**src/rtl/psync_pkg.sv**
```systemverilog
package psync_pkg;

  // Watchdog expiry test: port holds data, no read, and the window is used up.
  function automatic logic wd_expire(input logic [15:0] count, input int unsigned limit,
                                     input logic valid, input logic read);
    return valid && !read && (count == 16'(limit - 1));
  endfunction

  // Next count: restart on read, empty or expiry, otherwise advance.
  function automatic logic [15:0] wd_next(input logic [15:0] count, input logic valid,
                                          input logic read, input logic expire);
    if (!valid || read || expire) return 16'd0;
    return count + 16'd1;
  endfunction

endpackage

```
**src/rtl/psync_dest.sv**
```systemverilog
module psync_dest #(
  parameter int NUM_PORTS = 4,
  parameter int ADDR_W    = 2
) (
  input  logic                 clk,
  input  logic                 rst_n,
  input  logic                 addr_strobe,
  input  logic [ADDR_W-1:0]    hdr_addr,
  input  logic                 wr_req,
  input  logic [NUM_PORTS-1:0] fifo_full,
  output logic [NUM_PORTS-1:0] fifo_we,
  output logic                 full_out,
  output logic [ADDR_W-1:0]    dest_q
);

  always_ff @(posedge clk) begin
    if (!rst_n)           dest_q <= '0;
    else if (addr_strobe) dest_q <= hdr_addr;
  end

  always_comb begin
    for (int i = 0; i < NUM_PORTS; i++)
      fifo_we[i] = wr_req && (dest_q == ADDR_W'(i));
  end

  assign full_out = fifo_full[dest_q];

  // destination holds when no strobe was seen at the previous edge
  a_r2_dest_hold: assert property (@(posedge clk) disable iff (!rst_n)
    ($past(rst_n) && !$past(addr_strobe)) |-> $stable(dest_q));

  // no write enable without a request
  a_r3_we_idle: assert property (@(posedge clk) disable iff (!rst_n)
    !wr_req |-> (fifo_we == '0));

endmodule

```
**src/rtl/psync_watchdog.sv**
```systemverilog
module psync_watchdog
  import psync_pkg::*;
#(
  parameter int TIMEOUT = 10,
  parameter int CNT_W   = 4
) (
  input  logic clk,
  input  logic rst_n,
  input  logic vld,
  input  logic rd_en,
  output logic flush_q
);

  logic [CNT_W-1:0] cnt_q;
  logic             expire;
  logic [15:0]      cnt_nx;

  assign expire = wd_expire(16'(cnt_q), TIMEOUT, vld, rd_en);
  assign cnt_nx = wd_next(16'(cnt_q), vld, rd_en, expire);

  always_ff @(posedge clk) begin
    if (!rst_n) begin
      cnt_q   <= '0;
      flush_q <= 1'b0;
    end else begin
      cnt_q   <= cnt_nx[CNT_W-1:0];
      flush_q <= expire;
    end
  end

  // a flush pulse is one cycle wide
  a_r9_single_pulse: assert property (@(posedge clk) disable iff (!rst_n)
    flush_q |=> !flush_q);

  // a pulse follows only an unread cycle with data
  a_r6_needs_wait: assert property (@(posedge clk) disable iff (!rst_n)
    ($past(rst_n) && flush_q) |-> $past(vld && !rd_en));

  // a read blocks the next pulse
  a_r7_read_blocks: assert property (@(posedge clk) disable iff (!rst_n)
    rd_en |=> !flush_q);

  // an empty queue blocks the next pulse
  a_r8_empty_blocks: assert property (@(posedge clk) disable iff (!rst_n)
    !vld |=> !flush_q);

endmodule

```
**src/rtl/port_sync.sv**
```systemverilog
module port_sync #(
  parameter int NUM_PORTS = 4,
  parameter int TIMEOUT   = 10,
  localparam int ADDR_W   = $clog2(NUM_PORTS),
  localparam int CNT_W    = $clog2(TIMEOUT + 1)
) (
  input  logic                 clk,
  input  logic                 rst_n,
  input  logic                 addr_strobe,
  input  logic [ADDR_W-1:0]    hdr_addr,
  input  logic                 wr_req,
  input  logic [NUM_PORTS-1:0] fifo_full,
  input  logic [NUM_PORTS-1:0] fifo_empty,
  input  logic [NUM_PORTS-1:0] rd_en,
  output logic [NUM_PORTS-1:0] fifo_we,
  output logic                 full_out,
  output logic [NUM_PORTS-1:0] vld_out,
  output logic [NUM_PORTS-1:0] flush
);

  logic [ADDR_W-1:0] dest_q;

  psync_dest #(.NUM_PORTS(NUM_PORTS), .ADDR_W(ADDR_W)) dest_i (
    .clk(clk), .rst_n(rst_n), .addr_strobe(addr_strobe), .hdr_addr(hdr_addr),
    .wr_req(wr_req), .fifo_full(fifo_full), .fifo_we(fifo_we),
    .full_out(full_out), .dest_q(dest_q)
  );

  assign vld_out = ~fifo_empty;

  for (genvar p = 0; p < NUM_PORTS; p++) begin : g_wd
    psync_watchdog #(.TIMEOUT(TIMEOUT), .CNT_W(CNT_W)) wd_i (
      .clk(clk), .rst_n(rst_n), .vld(vld_out[p]), .rd_en(rd_en[p]),
      .flush_q(flush[p])
    );
  end

  // at most one queue is written per cycle
  a_r3_we_onehot: assert property (@(posedge clk) disable iff (!rst_n)
    $onehot0(fifo_we));

  // a request always reaches exactly one queue
  a_r3_we_present: assert property (@(posedge clk) disable iff (!rst_n)
    wr_req |-> ($countones(fifo_we) == 1));

  // no flush in the cycle following reset
  a_r1_quiet_after_reset: assert property (@(posedge clk)
    !rst_n |=> (flush == '0));

endmodule

```
**config.mk**
```make
export PLATFORM = sky130hd
export DESIGN_NAME = port_sync
export DESIGN_NICKNAME = d
export VERILOG_FILES = /design/src/rtl/psync_pkg.sv /design/src/rtl/psync_dest.sv /design/src/rtl/psync_watchdog.sv /design/src/rtl/port_sync.sv
export SDC_FILE = /design/constraint.sdc
export NUM_CORES = 1
export LEC_CHECK = 0
export ABC_AREA = 0
export BUFFER_PORTS_ARGS = -buffer_cell sky130_fd_sc_hd__buf_2
export CORE_UTILIZATION = 30
export DETAILED_ROUTE_END_ITERATION = 7
export SETUP_SLACK_MARGIN = 0.4
export SLEW_MARGIN = 20
export SYNTH_ARGS = -nofsm -noshare
export SYNTH_HDL_FRONTEND = slang
export SYNTH_SLANG_ARGS = --single-unit
```
**constraint.sdc**
```tcl
create_clock -name clk -period 1 [get_ports clk]
set_input_delay 0.05 -clock clk [delete_from_list [all_inputs] [get_ports clk]]
set_output_delay 0.05 -clock clk [all_outputs]
set_load 0.01 [all_outputs]
```
=== Word-level counts from Yosys, hierarchy flattened ===
Index checks and enable logic that the tools add are counted.

* Reductions and logical operators: 29
* Multiplexer cells: 14
* $lt $le $gt $ge: 1
* Add/sub/neg operators: 4
* Equality and inequality tests: 7
* Bitwise gates (word level): 1

{| class="wikitable"
|+ Operators by type and width
! operator !! number
|-
| $mux 4 || 8
|-
| $add 4x1->4 const B || 4
|-
| $eq 4x4->1 const B || 4
|-
| $logic_and 1x1->1 || 12
|-
| $logic_not 1->1 || 8
|-
| $logic_or 1x1->1 || 8
|-
| $mux 1 || 5
|-
| $eq 2x2->1 const B || 2
|-
| $not 4->4 || 1
|-
| $lt 2x3->1 const B || 1
|-
| $bmux 1 s2 || 1
|-
| $eq 2x1->1 const B || 1
|-
| $logic_not 2->1 || 1
|}

* Output and inout bits: 13
* Input bits: 18
* Flip-flop bits (word level): 22
* Word-level logic and storage cells: 65

=== Logic depth before layout (Yosys ltp) ===
* Depth after elaboration: 6
* Mapped depth: 5
* Depth with buffers taken out: 5

=== Cells and area by module ===
Synthesis repeated with hierarchy kept, for this count alone.

* Cell total of the unflattened synthesis: 92
* Area total of the unflattened synthesis: 908.4 µm²

{| class="wikitable"
|+ Modules (own cells, without submodules)
! module !! seq. area each (µm²) !! area an instance (µm²) !! times used !! cells an instance
|-
| psync_watchdog || 100.1 || 191.4 || 4 || 19
|-
| psync_dest || 40.0 || 127.6 || 1 || 12
|-
| port_sync || 0.0 || 15.0 || 1 || 4
|}

=== Least setup slack after synthesis ===
OpenSTA, ideal clock, no wires.

* Path type: register -> output
* From: reg dest_i.dest_q[0]
* To: out full_out
* Buffers on the path: 0
* Cell stages (with the launch flop): 2
* Data required time: 0.950 ns
* Arrival time: 0.924 ns
* Path slack: 0.026 ns
* Path through: dfxtp_1 > mux4_2

* Word-level cells in the longest chain between the ends: 2

{| class="wikitable"
|+ RTL lines
! what !! line !! text
|-
| start, declared || psync_dest.sv:13 || <nowiki>output logic [ADDR_W-1:0] dest_q</nowiki>
|-
| start signal, assigned || psync_dest.sv:18 || <nowiki>else if (addr_strobe) dest_q <= hdr_addr;</nowiki>
|-
| $bmux 1 s2 || psync_dest.sv:26 || <nowiki>assign full_out = fifo_full[dest_q];</nowiki>
|-
| $mux 1 (not written as such) || psync_dest.sv:26 ||
|-
| end, declared || port_sync.sv:16 || <nowiki>output logic full_out,</nowiki>
|}

No other way between the ends. The select of a mux whose other input is x is not followed.

=== Worst setup path in the final report ===
Ends and elaborated chain as after synthesis.

==> impl_metrics.tcl <==
set metrics [dict create \
    path_max_fanout 2 \
    start_kind "flop" \
    tightest_slew_ns 0.203 \
    hold_viol_final 1 \
    cp_data_required_time_ns 0.95 \
    synth-compound-area-share 0 \
    p_seq_frac 0.523 \
    area_growth_pct 38.4 \
    powerDensity_nw_per_um2 1290 \
    cts-root-to-sink-buffers 2 \
    rsz0062_at_grt "true" \
    netlist-cell-type-count 17 \
    p_sw_uw 352 \
    p_sw_frac 0.204 \
    antenna_cells 0 \
    core_area_um2 3050 \
    critPathKind "reg -> out" \
    drt-total-wl_um 1550 \
    synth_area_um2 968 \
    reg2reg_slack_ns 0.06 \
    cts_root_buffer "clkbuf_4" \
    h-tree-depth 1 \
    place.gp.congestion 0.664 \
    relSlewSlack 0.864 \
    drt_pre_antenna_iters 2 \
    grt_pass1_wl_um 2770 \
    violations "negative hold slack, negative setup slack" \
    dieArea_um2 3460 \
    peakVddDrop_uv 540 \
    port_buffers 30 \
    slew_viol_final 0 \
    holdWs_ns -0.0104 \
    yosys.area_share.simple 0.227 \
    nNetsFinal 162 \
    ioPinCount 31 \
    synthMuxAreaShare 0.0439 \
    setup_viol 5 \
    hpwl_um 1190 \
    synth-adder-area-share 0.103 \
    ys_seq_elements 22 \
    final_common_cell "buf_2" \
    avgSynthCellArea_um2 9.22 \
    seq_area_frac_synth 0.455 \
    min_path_type "in -> reg" \
    drt-initial-drc-count 12 \
    cts_buffers 3 \
    grt_max_degree 14 \
    drc 0 \
    dr_total_vias 734 \
    start_util 0.317 \
    clk_latency_ns 0.30 \
    fmax_mhz 745 \
    track_usage 0.106 \
    synth_fp_nets 131 \
    yosys_warnings 0 \
    antenna_found_initial 0 \
    pwr-share-clk 0.387 \
    period_minus_slack_ns 1.34 \
    pwr-share-comb 0.090 \
    setup_ws_ns -0.342 \
    critPathArrivalTime_ns 1.29 \
    cts.sinks 22 \
    vias_per_cell 4.10 \
    end_kind "output port" \
    grt_pass1_vias 714 \
    num_rows 20 \
    skew_ns 0.00862 \
    leakagePower_uw 0.000565 \
    clk_pin_slew_ns 0.13 \
    die_w_um 58.8 \
    syn_inst 105 \
    die_h_um 58.8 \
    ant_nets 0 \
    synth_xor_area_frac 0.0724 \
    status "finished, violations left" \
    fin_setup_tns_ns -1.19 \
    grt-ovfl-total 0 \
    fin_crit_sh 1.34 \
    synth_top_family_by_area "simple AND/OR/NAND/NOR gates" \
    cts_tree "done" \
    maxCapViolCount 0 \
    wire_per_inst_um 8.68 \
    p_int_uw 1370 \
    drive_above_1_share 0.519 \
    final_cell_mix "27 x buf_2, 21 x nor2_1, 12 x dfxtp_1, 6 x dfxtp_2, 5 x nand2_1" \
]
## path summary, 6_finish.rpt
check	startpoint	end	depth (start not counted)
setup / recovery	dest_i.dest_q[0]$_SDFFE_PN0P_	full_out	2
hold / removal	rd_en[0]	g_wd[0].wd_i.flush_q$_SDFF_PN0_	4
setup reg to reg	g_wd[0].wd_i.cnt_q[1]$_SDFF_PP0_	g_wd[0].wd_i.cnt_q[2]$_SDFF_PP0_	4
hold reg to reg	g_wd[3].wd_i.cnt_q[0]$_SDFF_PP0_	g_wd[3].wd_i.cnt_q[0]$_SDFF_PP0_	1
## synthesized netlist by cell type
cell type  count  share of area
nor3b_1        1         0.0078
nand2_1        5          0.019
nand3_1        8          0.041
nand3b_1       4          0.031
buf_4          8          0.062
nor2_1        25          0.097
nor2b_1        2          0.013
inv_1          8          0.031
mux4_2         1          0.023
ha_1           8           0.10
dfxtp_1       22           0.45
and3_2         1         0.0078
and3b_2        1          0.010
xor2_1         4          0.036
buf_2          1         0.0052
xnor2_1        4          0.036
mux2i_1        2          0.021
## state kept, by name, indices dropped and copies added (netlist names)
name and cells:
dest_i.dest_q 2, g_wd.wd_i.flush_q 4, g_wd.wd_i.cnt_q 16
## metal layers
layer  share of wire  track usage
met2            0.50        0.192
met4           0.012       0.0612
met5               0            0
met3           0.067       0.0242
met1            0.42        0.111
## critical path, cell delays in order (launching register included)
cell and delay, ns:
dfxtp_2 0.36, mux4_2 0.48, buf_2 0.15
## power by group through the flow
| stage | combinational, µW | sequential, µW | clock, µW |
|---|---|---|---|
| final | 156 | 903 | 668 |
| after global routing | 175 | 906 | 726 |
| after CTS | 152 | 903 | 696 |
| after detailed placement | 140 | 929 | 0 |
| after global placement | 137 | 928 | 0 |
| after floorplan | 84.8 | 927 | 0 |
## stage by stage
| step | cell area [µm²] | instances | power [µW] | util | setup WS (ns) |
|---|---|---|---|---|---|
| after floorplan | 1050 | 105 | 1010 | - | 0.0758 |
| after global placement | 1200 | 171 | 1060 | 0.393 | 0.0166 |
| after detailed placement | 1200 | 171 | 1070 | 0.393 | 0.00510 |
| after CTS | 1320 | 179 | 1750 | 0.433 | -0.360 |
| after global routing | 1340 | 179 | 1810 | 0.439 | -0.393 |
| final | 1340 | 179 | 1730 | 0.439 | -0.342 |
## cell families after synthesis
family	count (synthesis)
DFF	22
buffers and inverters	17
and+or+nand+nor	47
adders and majority gates	8
xor gates and xnor gates	8
muxes	3
## final cells by class
cell class / instances / area, µm²
clock buffer: 3 / 22.5
clock inverter: 1 / 30.0
fill: 320 / 1710
inverter: 8 / 30.0
multi-input combinational: 66 / 529
sequential: 22 / 463
tap: 44 / 55.1
timing repair buffer: 35 / 210
## what timing repair did
action	CTS	global route
setup buffers	4	0
hold endpoints to repair	3	1
pin swaps	4	2
resized for setup	11	5
setup endpoints to repair	31	31
Note: power is estimated with default switching activity, not from simulation.
